$ cat config.mk
export PLATFORM = sky130hd
export DESIGN_NAME = intr_cause_ctrl
export DESIGN_NICKNAME = d
export VERILOG_FILES = /design/src/rtl/intr_cause_pkg.sv /design/src/rtl/intr_sticky_cause.sv /design/src/rtl/intr_read_mux.sv /design/src/rtl/intr_cause_ctrl.sv
export SDC_FILE = /design/constraint.sdc
export NUM_CORES = 1
export LEC_CHECK = 0
export BUFFER_PORTS_ARGS = -buffer_cell sky130_fd_sc_hd__clkbuf_2
export CAP_MARGIN = 10
export CORE_UTILIZATION = 41
export DETAILED_ROUTE_END_ITERATION = 8
export GPL_TIMING_DRIVEN = 0
export PLACE_DENSITY = 0.81
export SETUP_SLACK_MARGIN = 0.1
export SLEW_MARGIN = 20
export SYNTH_ARGS = -nofsm -noshare
export SYNTH_HDL_FRONTEND = slang
export SYNTH_SLANG_ARGS = --single-unit
export TNS_END_PERCENT = 50
$ cat constraint.sdc
create_clock -name clk -period 1.35 [get_ports clk]
set_input_delay 0.135 -clock clk [delete_from_list [all_inputs] [get_ports clk]]
set_output_delay 0.135 -clock clk [all_outputs]
set_load 0.005 [all_outputs]
$ cat src/rtl/intr_cause_pkg.sv
package intr_cause_pkg;
  // summary bit layout (software decodes these positions)
  localparam int SUM_W    = 3;
  localparam int SUM_DONE = 0;
  localparam int SUM_EXC  = 1;
  localparam int SUM_ERR  = 2;
  // register file entries seen by the read port
  localparam int NUM_REGS = 4;
endpackage

$ cat src/rtl/intr_sticky_cause.sv
module intr_sticky_cause #(
  parameter int W = 8
) (
  input  logic         clk,
  input  logic         rst,
  input  logic [W-1:0] set_i,
  input  logic         clr_i,
  output logic [W-1:0] q_o,
  output logic [W-1:0] q_next_o
);
  logic [W-1:0] q;

  // held bits drop on clear, new pulses are OR-ed in afterwards so they win
  always_comb q_next_o = (q & ~{W{clr_i}}) | set_i;

  always_ff @(posedge clk) begin
    if (rst) q <= '0;
    else     q <= q_next_o;
  end

  assign q_o = q;
endmodule

$ cat src/rtl/intr_read_mux.sv
module intr_read_mux #(
  parameter int                     DATA_W = 8,
  parameter int                     ADDR_W = 8,
  parameter int                     N      = 4,
  parameter logic [N*ADDR_W-1:0]    OFFS   = '0
) (
  input  logic                  clk,
  input  logic                  rst,
  input  logic [ADDR_W-1:0]     addr_i,
  input  logic [N*DATA_W-1:0]   regs_i,
  output logic [DATA_W-1:0]     rdata_o
);
  logic [DATA_W-1:0] sel;
  logic [DATA_W-1:0] rdata_q;

  always_comb begin
    sel = '0;
    for (int i = 0; i < N; i++) begin
      if (addr_i == OFFS[i*ADDR_W +: ADDR_W])
        sel = sel | regs_i[i*DATA_W +: DATA_W];
    end
  end

  always_ff @(posedge clk) begin
    if (rst) rdata_q <= '0;
    else     rdata_q <= sel;
  end

  assign rdata_o = rdata_q;
endmodule

$ cat src/rtl/intr_cause_ctrl.sv
module intr_cause_ctrl
  import intr_cause_pkg::*;
#(
  parameter int                DATA_W   = 8,
  parameter int                ADDR_W   = 8,
  parameter int                EXC_W    = 6,
  parameter int                ERR_W    = 7,
  parameter logic [ADDR_W-1:0] SUM_OFS  = 8'hA0,
  parameter logic [ADDR_W-1:0] MASK_OFS = 8'h90,
  parameter logic [ADDR_W-1:0] EXC_OFS  = 8'h70,
  parameter logic [ADDR_W-1:0] ERR_OFS  = 8'h80
) (
  input  logic              clk,
  input  logic              rst,
  input  logic [ADDR_W-1:0] reg_addr,
  input  logic              reg_wr,
  input  logic [DATA_W-1:0] reg_wdata,
  output logic [DATA_W-1:0] reg_rdata,
  input  logic              evt_done,
  input  logic              evt_reset_done,
  input  logic [EXC_W-1:0]  evt_exc,
  input  logic [ERR_W-1:0]  evt_err,
  output logic              irq_o
);
  localparam int SUM_PAD  = DATA_W - SUM_W;
  localparam int EXC_PAD  = DATA_W - EXC_W;
  localparam int ERR_PAD  = DATA_W - ERR_W;

  // write decode
  logic             wr_sum, wr_mask;
  logic [SUM_W-1:0] clr_vec;
  logic             unused_wdata_hi;

  assign wr_sum          = reg_wr && (reg_addr == SUM_OFS);
  assign wr_mask         = reg_wr && (reg_addr == MASK_OFS);
  assign clr_vec         = wr_sum ? reg_wdata[SUM_W-1:0] : '0;
  assign unused_wdata_hi = ^reg_wdata[DATA_W-1:SUM_W];

  // cause registers
  logic [EXC_W-1:0] exc_q, exc_next;
  logic [ERR_W-1:0] err_q, err_next;
  logic [0:0]       done_q, done_next;
  logic [0:0]       done_set;

  assign done_set = evt_done | evt_reset_done;

  intr_sticky_cause #(.W(EXC_W)) u_exc (
    .clk(clk), .rst(rst), .set_i(evt_exc), .clr_i(clr_vec[SUM_EXC]),
    .q_o(exc_q), .q_next_o(exc_next)
  );

  intr_sticky_cause #(.W(ERR_W)) u_err (
    .clk(clk), .rst(rst), .set_i(evt_err), .clr_i(clr_vec[SUM_ERR]),
    .q_o(err_q), .q_next_o(err_next)
  );

  intr_sticky_cause #(.W(1)) u_done (
    .clk(clk), .rst(rst), .set_i(done_set), .clr_i(clr_vec[SUM_DONE]),
    .q_o(done_q), .q_next_o(done_next)
  );

  // summary is a roll-up of the cause registers
  logic [SUM_W-1:0] sum_q, sum_next;

  always_comb begin
    sum_q            = '0;
    sum_q[SUM_DONE]  = done_q[0];
    sum_q[SUM_EXC]   = |exc_q;
    sum_q[SUM_ERR]   = |err_q;
    sum_next           = '0;
    sum_next[SUM_DONE] = done_next[0];
    sum_next[SUM_EXC]  = |exc_next;
    sum_next[SUM_ERR]  = |err_next;
  end

  // mask register, kept apart from the clear path
  logic [SUM_W-1:0] mask_q, mask_next;

  assign mask_next = wr_mask ? reg_wdata[SUM_W-1:0] : mask_q;

  always_ff @(posedge clk) begin
    if (rst) mask_q <= '0;
    else     mask_q <= mask_next;
  end

  // registered interrupt, aligned with the register state
  logic irq_q;

  always_ff @(posedge clk) begin
    if (rst) irq_q <= 1'b0;
    else     irq_q <= |(sum_next & mask_next);
  end

  assign irq_o = irq_q;

  // read port
  logic [NUM_REGS*DATA_W-1:0] regs_flat;

  assign regs_flat = {
    {{SUM_PAD{1'b0}}, sum_q},
    {{SUM_PAD{1'b0}}, mask_q},
    {{EXC_PAD{1'b0}}, exc_q},
    {{ERR_PAD{1'b0}}, err_q}
  };

  intr_read_mux #(
    .DATA_W(DATA_W), .ADDR_W(ADDR_W), .N(NUM_REGS),
    .OFFS({SUM_OFS, MASK_OFS, EXC_OFS, ERR_OFS})
  ) u_rd (
    .clk(clk), .rst(rst), .addr_i(reg_addr), .regs_i(regs_flat),
    .rdata_o(reg_rdata)
  );
endmodule

After elaboration in Yosys (flattened, before gate mapping):

Cells that the tools add are included.

* flip-flop bits (word level): 26
* word-level logic and storage cells: 37

* equality and inequality tests: 4
* multiplexer cells: 6
* bitwise gates (word level): 14
* reductions and logical operators: 7

Operators by type and width (count)
* $eq 8x8->1 const B: 3
* $mux 8: 3
* $or 8x3->8: 2
* $reduce_or 7->1: 2
* $reduce_or 6->1: 2
* $eq 8x7->1 const B: 1
* $or 8x6->8: 1
* $and 7x7->7: 1
* $mux 7: 1
* $not 7->7: 1
* $or 7x7->7: 1
* $and 6x6->6: 1
* $mux 3: 2
* $not 6->6: 1
* $or 6x6->6: 1
* $and 3x3->3: 1
* $reduce_or 3->1: 1
* $logic_and 1x1->1: 2
* $or 1x1->1: 2
* $and 1x1->1: 1
* $not 1->1: 1

Longest topological paths before layout:

Gate-level depths: netlist of run 1.

* depth in word-level cells: 9
* depth in mapped cells: 5
* depth with buffers taken out: 5

Modules after synthesis:

A second synthesis of run 1 with hierarchy kept.

* cells, all modules: 176
* area, all modules: 1529.0 um^2

By module, submodules not included
* intr_read_mux: times used 1, cells each 67, area an instance 643.1 um^2, sequential area each 160.2 um^2
* intr_cause_ctrl: times used 1, cells each 39, area an instance 316.6 um^2, sequential area each 80.1 um^2
* intr_sticky_cause (u_err): times used 1, cells each 35, area an instance 279.0 um^2, sequential area each 140.1 um^2
* intr_sticky_cause (u_exc): times used 1, cells each 30, area an instance 240.2 um^2, sequential area each 120.1 um^2
* intr_sticky_cause (u_done): times used 1, cells each 5, area an instance 50.0 um^2, sequential area each 20.0 um^2

Worst setup path before layout of run 1:

No wires, ideal clock.

* path kind: input to register
* start: in reg_addr[3]
* end: reg irq_q, in the netlist irq_o
* setup time: 95 ps
* data arrival time: 1375 ps
* required time: 1255 ps
* setup slack: -120 ps
* stages on the path: 5
* path buffers: 0
* cells stage by stage: nor4_4 > nand4_1 > mux2i_1 > or3_1 > o311ai_1

* word-level cells in the longest chain between the ends: 9
* elaborated cells on any way between the ends: 19
* those cells by class: eq/ne (2); mux (2); bitwise (10); reduce/logical (5)

RTL lines
* start, declared: line intr_cause_ctrl.sv:15 `input logic [ADDR_W-1:0] reg_addr,`
* $eq 8x8->1: line intr_cause_ctrl.sv:34 `assign wr_sum = reg_wr && (reg_addr == SUM_OFS);`
* $logic_and 1x1->1: line intr_cause_ctrl.sv:34
* $mux 3: line intr_cause_ctrl.sv:36 `assign clr_vec = wr_sum ? reg_wdata[SUM_W-1:0] : '0;`
* $not 7->7 / $not 6->6 (equally long branches): line intr_sticky_cause.sv:14 `always_comb q_next_o = (q & ~{W{clr_i}}) | set_i;`
* $and 7x7->7 / $and 6x6->6 (equally long branches): line intr_sticky_cause.sv:14
* $or 7x7->7 / $or 6x6->6 (equally long branches): line intr_sticky_cause.sv:14
* $reduce_or 7->1 / $reduce_or 6->1 (equally long branches): line intr_cause_ctrl.sv:73, intr_cause_ctrl.sv:72
* $and 3x3->3 (*): line intr_cause_ctrl.sv:91 `else irq_q <= |(sum_next & mask_next);`
* $reduce_or 3->1 (*): line intr_cause_ctrl.sv:91
* end signal, assigned: line intr_cause_ctrl.sv:91
* end, declared: line intr_cause_ctrl.sv:87 `logic irq_q;`

Mark *: on every way between the ends. The rest lies on a longest branch, timed or not.
A chain may end at the register's enable or synchronous reset.

Worst setup path in the final report of run 1:

* start: reg u_exc.q[4], in the netlist u_exc.q_o[4]
* end: reg irq_q, in the netlist irq_o

* word-level cells in the longest chain between the ends: 5

RTL lines
* start, declared: line intr_sticky_cause.sv:11 `logic [W-1:0] q;`
* start signal, assigned: line intr_sticky_cause.sv:18 `else q <= q_next_o;`
* $and 6x6->6: line intr_sticky_cause.sv:14
* $or 6x6->6: line intr_sticky_cause.sv:14
* $reduce_or 6->1: line intr_cause_ctrl.sv:72 `sum_next[SUM_EXC] = |exc_next;`
* $and 3x3->3: line intr_cause_ctrl.sv:91
* $reduce_or 3->1: line intr_cause_ctrl.sv:91

No other way between the ends.

==> results.txt, run 1 <==
----------------------------------------------------
[Run status]
  Result of the run ... complete, but fails checks
  Failing checks ... setup timing

[Floorplan]
  Top-level I/O count ... 43
  Initial Utilization ... a little under half
  Number of rows created at floorplan ... 17
  Area inside the core boundary ... about 0.0023 mm^2
  Die extent in y ... 52.06 um
  Floorplan die width ... ~52 um
  Full die area ... roughly 0.0027 mm^2

[Setup path]
  Critical path class ... register to register
  R2r setup slk ... -0.09 ns
  Type of origin of the critical path ... register
  Crit Reg-Reg Startpoint ... u_exc.q_o[4]
  Highest fanout seen on the critical path ... 3
  Worst r2r dst ... irq_o
  Crit path launch ... u_exc.q_o[4]
  Worst setup EP type ... register
  Critical-path cell list ... nor4_2 -> nand2_1 -> a2111oi_4 -> or3_1 -> o311ai_1
  CP max-delay cell ... sky130_fd_sc_hd__dfxtp_2
  Worst EP arrival ... between 1.5 and 2 ns
  Highest cell delay on the worst timing path ... 0.35 ns
  Worst endpoint required time ... ~1.5 ns
  Worst Reg-to-Reg Cells ... 5

[Logic synthesis]
  Number of instances in the synthesized netlist ... 110
  Sequential-to-total area share from yosys stat ... 48.72%
  Cell types occupying the most area after synthesis ... sky130_fd_sc_hd__dfxtp_1 (49%), sky130_fd_sc_hd__nor2_1 (8.4%), sky130_fd_sc_hd__a21oi_1 (7.8%)
  Cell variety after synth ... 35
  Share of synthesized flip-flops with an asynchronous set or reset ... 0%
  Flip-flop and latch count after synthesis ... 25
  Post-synth top flop ... sky130_fd_sc_hd__dfxtp_1
  Total of warnings raised by yosys ... 0
  Synth Cell Area ... about 0.0010 mm^2
  Average footprint of a synthesized cell ... ~9.3 um^2
  Library cell with the highest instance count after synthesis ... sky130_fd_sc_hd__dfxtp_1
  Synth top cells by count ... sky130_fd_sc_hd__dfxtp_1 (25), sky130_fd_sc_hd__nor2_1 (23), sky130_fd_sc_hd__a21oi_1 (16)
  Number of synthesized flops with an enable pin ... 0
  Area share of the largest cell type after synthesis ... between 40 and 50%
  Synth area leader ... sky130_fd_sc_hd__dfxtp_1
  Mapped Nets ... 144

[Placed design]
  Placed cell areas ... between 0.001 and 0.0015 mm^2
  Count of port buffers added during placement ... 35
  Post-DP HPWL ... around 1900 um
  Pre-CTS setup slack ... -0.3834 ns
  Final estimated routing congestion in global placement ... 0.8252
  Placed Cells ... approximately 170

[Routing]
  Number of DRC markers after the initial detailed-route iteration ... 28
  Post-route DRC violation count ... 0
  Routed wire length per instance ... ~13 um
  Routed Wire Length ... approximately 2400 um
  Antenna viol nets, final ... 0
  Total via count after detailed routing ... 990
  Length of the first detailed-routing pass in iterations ... 4
  Via density per instance ... ~5.5

[Power]
  Worst vdd rail ir drop ... approximately 1 mV
  Power density over the cells ... about 940 mW/mm^2
  Combinational Power Share ... around 11%
  Switching component of the power ... approximately 0.00029 W
  Reported leakage power ... around 0.58 nW
  Part of the total power dissipated in the clock network ... 24.8%
  Internal cell power ... 0.0009511 W
  Switching share of power ... between 20% and 30%
  Sequential cell fraction of total power ... about 64%

[CTS]
  Worst-skew pair later-pin latency ... approximately 0.3 ns
  Number of clock sinks seen by CTS ... 25
  Number of buffers on the longest clock path ... 2
  Root Buffer ... sky130_fd_sc_hd__clkbuf_4
  Depth of the CTS H-tree ... 1
  Number of hold buffers added after cts ... 0
  Clock-pin slew reported for the worst setup and hold paths after clock tree synthesis ... approximately 0.12 ns
  TritonCTS buffer count ... 3
  Clock tree from TritonCTS ... done

[Hold path]
  Hold Crit Start ... evt_exc[4]
  Endpoint with the worst hold slack ... u_exc.q_o[4]
  Cell count of the worst hold path ... 3
  Worst min path class ... input pin to register

[STA]
  Final slew viol count ... 0
  Fraction of the cycle the final worst path needs ... 107.0%
  Number of hold-slack violations in the final timing report ... 0
  Final critical-path setup slack ... -0.09496 ns
  Worst Hold Slack ... approximately 0.04 ns
  Maximum clock rate ... about 690 MHz
  # setup viols final ... 1
  Min Clock Period, post-route ... between 1 and 1.5 ns
  Final Skew ... between 0.001 and 0.0015 ns
  RSZ-0062 raised after global routing ... yes

[GRT]
  Largest net degree at the start of global routing ... 14
  Busiest metal layer after global routing ... met2
  GR Layer Usage met3 ... ~5.8%
  GR Layer Usage met1 ... between 20% and 30%
  First-pass GRT wire length ... 3677 um
  Via count of the first global-routing pass ... a little under 900
  Antenna violations before repair ... 0
  Global Route Usage Sum ... between 10% and 20%
  Grt met2 use ... 33.76%
  Gr ovfl total ... 0

[Finish]
  Net count of the finished layout ... ~190
  Count of non-filler cells in the finished layout ... 181
  Area growth from synthesis to layout ... 29.11%
  Fraction of final layout cells with drive strength greater than 1 ... around a third
  Post-layout instance area ... between 0.001 and 0.0015 mm^2
  Diode insertion count for antenna repair ... 0

[Run]
  Maximum capacitance violations ... 0

----------------------------------------------------
## metal layers
metal  vias up  wire, um
met2        37      1215
met4         0         8
li1        489         -
met3         2       164
met1       462       969
met5         -         0
## worst max-delay path by stage
| stage | end | slack, ns | depth (start not counted) |
|---|---|---|---|
| after floorplan | irq_o | -0.12 | 5 |
| after CTS | irq_o | -0.08 | 5 |
| after detailed placement | irq_o | -0.38 | 6 |
| after global routing | irq_o | -0.19 | 5 |
| final | irq_o | -0.09 | 5 |
| after global placement | irq_o | -0.35 | 6 |
## power by group through the flow
stage          combinational [W]  clock (W)  sequential (W)
2_1_floorplan          0.0000592          0        0.000801
5_1_grt                 0.000154   0.000342        0.000799
4_1_cts                 0.000137   0.000316        0.000795
3_5_place_dp            0.000126          0        0.000810
6_report                0.000140   0.000309        0.000796
3_3_place_gp            0.000122          0        0.000809
## critical path, delay by kind of cell, from the launching register on
kind	cells	cell delay, ns
AOI/OAI and AO/OA	2	0.41
DFF	1	0.35
and+or+nand+nor	3	0.56
## cell type report
| cell class | instances | area, um^2 |
|---|---|---|
| Multi-Input combinational cell | 80 | 533.0 |
| Fill cell | 194 | 949.7 |
| Clock buffer | 4 | 26.28 |
| Tap cell | 28 | 35.03 |
| Timing Repair Buffer | 39 | 205.2 |
| Sequential cell | 25 | 501.7 |
| Buffer | 5 | 25.02 |
## cell families after synthesis
group	after synthesis	synth area share, %
AO/OA/AOI/OAI	28	17.66
buffers and inverters	5	2.314
flip-flops	25	48.72
multiplexers	3	2.923
other	1	0.3651
AND/OR/NAND/NOR	48	28.02
## repair_timing
action,CTS,global route
gates resized for setup,5,3
buffers inserted,4,1
gates cloned,0,0
pin swaps,6,7
endpoints found under the setup margin,6,7
## layout by cell type (no fill, tap or decap), drive strengths merged, types with 3 or more instances in the layout
cell    netlist  layout
clkbuf        4      43
dfxtp        25      25
nor2         23      23
a21oi        16      16
buf           1       5
a22oi         4       4
nor4          4       4
mux2i         3       3
nand3         3       3
nand2         3       3
nand4         3       3
## through the flow
stage / total power (W) / setup TNS [ns] / util (%)
5_1_grt: 0.001295 / -0.2002 / 58.27
6_report: 0.001246 / -0.09496 / 58.27
3_3_place_gp: 0.0009305 / -1.816 / 54.37
3_5_place_dp: 0.0009364 / -2.752 / 54.37
2_1_floorplan: 0.0008602 / -0.1199 / -
4_1_cts: 0.001249 / -0.07535 / 57.83
## state kept, by name (all words and copies together) (netlist names)
signal	flops
u_rd.rdata_o	7
irq_o	1
u_err.q_o	7
mask_q	3
u_done.q_o	1
u_exc.q_o	6
No activity file was read; power rests on OpenSTA's default activity.
==> run 2: changes to the inputs <==
--- a/config.mk
+++ b/config.mk
@@ -7,10 +7,12 @@
 export LEC_CHECK = 0
 export BUFFER_PORTS_ARGS = -buffer_cell sky130_fd_sc_hd__clkbuf_2
 export CAP_MARGIN = 10
-export CORE_UTILIZATION = 41
+export CELL_PAD_IN_SITES_DETAIL_PLACEMENT = 0
+export CELL_PAD_IN_SITES_GLOBAL_PLACEMENT = 2
+export CORE_UTILIZATION = 23
 export DETAILED_ROUTE_END_ITERATION = 8
 export GPL_TIMING_DRIVEN = 0
-export PLACE_DENSITY = 0.81
+export PLACE_DENSITY = 0.79
 export SETUP_SLACK_MARGIN = 0.1
 export SLEW_MARGIN = 20
 export SYNTH_ARGS = -nofsm -noshare
==> results.txt, run 2 (synthesis results as in run 1) <==
----------------------------------------------------
[Finish]
  Combined flip-flop and latch cell area ... 503.0 um^2 (+0.25%)
  Final Util ... 33.57% (-25 points)
  Area growth from synthesis to layout ... 35.44%
  Fraction of final layout cells with drive strength greater than 1 ... 36.36% (+1.1 points)
  Area of combinational cells with multiple inputs ... 538.0 um^2 (+0.94%)
  Count of non-filler cells in the finished layout ... 204 (+13%)
  Leading cell type in the layout, fill and taps excluded ... sky130_fd_sc_hd__clkbuf_2
  Fillers ... 448 (+130%)
  Diode insertion count for antenna repair ... 0 (unchanged)
  Top library cells by usage in the layout, fill and taps aside ... sky130_fd_sc_hd__clkbuf_2 (35), sky130_fd_sc_hd__nor2_1 (23), sky130_fd_sc_hd__dfxtp_1 (23), sky130_fd_sc_hd__a21oi_1 (16), sky130_fd_sc_hd__buf_4 (6)
  Net count of the finished layout ... 189 (+0.53%)

[STA]
  Final Skew ... 0.007839 ns (+0.006479 ns)
  RSZ-0062 raised after global routing ... yes
  Min Clock Period, post-route ... 1.436 ns (-0.008708 ns)
  Maximum clock rate ... 696.3 MHz (+0.61%)
  Final slew viol count ... 0 (unchanged)
  Number of hold-slack violations in the final timing report ... 0 (unchanged)
  Final critical-path setup slack ... -0.08625 ns (+0.008708 ns)
  Fraction of the cycle the final worst path needs ... 106.4% (-0.65 points)
  # setup viols final ... 1 (unchanged)

[CTS]
  Clock tree from TritonCTS ... done
  Depth of the CTS H-tree ... 1 (unchanged)
  Number of clock sinks seen by CTS ... 25 (unchanged)
  TritonCTS buffer count ... 3 (unchanged)
  Root Buffer ... sky130_fd_sc_hd__clkbuf_8
  Worst-skew pair later-pin latency ... 0.27 ns (-0.03 ns)
  Clock-pin slew reported for the worst setup and hold paths after clock tree synthesis ... 0.09 ns (-0.03 ns)
  Number of buffers on the longest clock path ... 2 (unchanged)

[Power]
  Worst vdd rail ir drop ... 0.2990 mV (-71%)
  Reported leakage power ... 0.5932 nW (+1.6%)
  Power density over the cells ... 994.4 mW/mm^2 (+5.9%)

[Routing]
  Total via count after detailed routing ... 1,016 (+2.6%)
  Via density per instance ... 4.980 (-8.9%)
  Routed wire length per instance ... 13.41 um (+2.9%)
  Routed Wire Length ... 2735 um (+16%)
  Number of DRC markers after the initial detailed-route iteration ... 86 (+210%)
  Post-route DRC violation count ... 0 (unchanged)
  Antenna viol nets, final ... 0 (unchanged)
  Length of the first detailed-routing pass in iterations ... 6 (+2)

[Placed design]
  Count of port buffers added during placement ... 35 (unchanged)
  Post-DP HPWL ... 2185 um (+17%)
  Pre-CTS setup slack ... -0.4397 ns (-0.05629 ns)
  Final estimated routing congestion in global placement ... 0.8214 (-0.46%)
  Placed Cells ... 195 (+13%)

[Floorplan]
  Top-level I/O count ... 43 (unchanged)
  Area inside the core boundary ... 0.004144 mm^2 (+82%)
  Number of rows created at floorplan ... 23 (+6)
  Initial Utilization ... 24.79% (-20 points)
  Die extent in y ... 68.83 um (+32%)
  Floorplan die width ... 68.83 um (+32%)
  Full die area ... 0.004738 mm^2 (+75%)

[GRT]
  First-pass GRT wire length ... 4464 um (+21%)
  Largest net degree at the start of global routing ... 14 (unchanged)
  Global Route Usage Sum ... 12.81% (-5.8 points)
  Antenna violations before repair ... 0 (unchanged)
  Gr ovfl total ... 0 (unchanged)
  Via count of the first global-routing pass ... 976 (+10%)

[Setup path]
  R2r setup slk ... -0.09 ns (about the same)
  CP max-delay cell ... sky130_fd_sc_hd__dfxtp_2
  Worst endpoint required time ... 1.50 ns (-0.04 ns)
  Worst EP arrival ... 1.59 ns (-0.05 ns)
  Type of origin of the critical path ... register
  Highest cell delay on the worst timing path ... 0.33 ns (-0.02 ns)
  Worst setup EP type ... register
  Critical path class ... register to register
  Highest fanout seen on the critical path ... 2 (-1)
  Worst Reg-to-Reg Cells ... 5 (unchanged)
  Critical-path cell list ... nor4_2 -> nand2_1 -> a2111oi_4 -> or3_1 -> o311ai_1

[Hold path]
  Cell count of the worst hold path ... 3 (unchanged)
  Worst min path class ... input pin to register

[Run status]
  Failing checks ... setup timing
  Result of the run ... complete, but fails checks

[Run]
  Maximum capacitance violations ... 0 (unchanged)

----------------------------------------------------
==> run 2: critical path: cells and delay by family, from the launching register on <==
kind / cells / cell delay (ns)
and+or+nand+nor: 3 / 0.59
DFF: 1 / 0.33
AOI/OAI and AO/OA: 2 / 0.41
==> run 2: path summary, 6_finish.rpt <==
| check | start | end |
|---|---|---|
| worst max-delay path | u_exc.q_o[2] | irq_o |
| worst min-delay path | evt_exc[3] | u_exc.q_o[3] |
| worst max register to register | u_exc.q_o[2] | irq_o |
| worst min register to register | mask_q[0] | u_rd.rdata_o[0] |
==> run 2: per-layer routing <==
metal | vias up | routed length, um | GRT usage [%]
met5 | - | 0 | 0
met4 | 0 | 65 | 5.612
met3 | 6 | 235 | 2.138
met2 | 44 | 1221 | 20.71
met1 | 469 | 1212 | 16.67
li1 | 497 | - | -
==> run 2: final cells by class <==
type	instances	share of cell area [%]
multi-input combinational	80	38.67
timing repair buffer	40	15.74
buffer	5	1.709
tap	50	4.496
sequential	25	36.15
clock buffer	4	3.237
==> run 2: through the flow <==
stage | cell area (um^2) | hold slack (ns) | setup TNS, ns | power, W
final | 1391 | 0.08918 | -0.08625 | 0.001384
after global routing | 1391 | 0.08817 | -0.1578 | 0.001441
after CTS | 1380 | 0.09024 | -0.06359 | 0.001388
after detailed placement | 1265 | 0.3635 | -3.576 | 0.0009414
after global placement | 1265 | 0.3551 | -2.992 | 0.0009365
after floorplan | 1027 | 0.2524 | -0.1199 | 0.0008602
==> run 2: report_power, final <==
group | total, W | internal (W) | switching, W
clock network | 0.000442 | 0.000211 | 0.000231
registers | 0.000797 | 0.000768 | 0.0000283
logic | 0.000145 | 0.0000690 | 0.0000757
==> run 2: repair_timing <==
action	in CTS	in global routing
hold buffers	0	0
buffers inserted	5	0
setup endpoints to repair	9	6
pin swaps	5	5
resized for setup	6	3
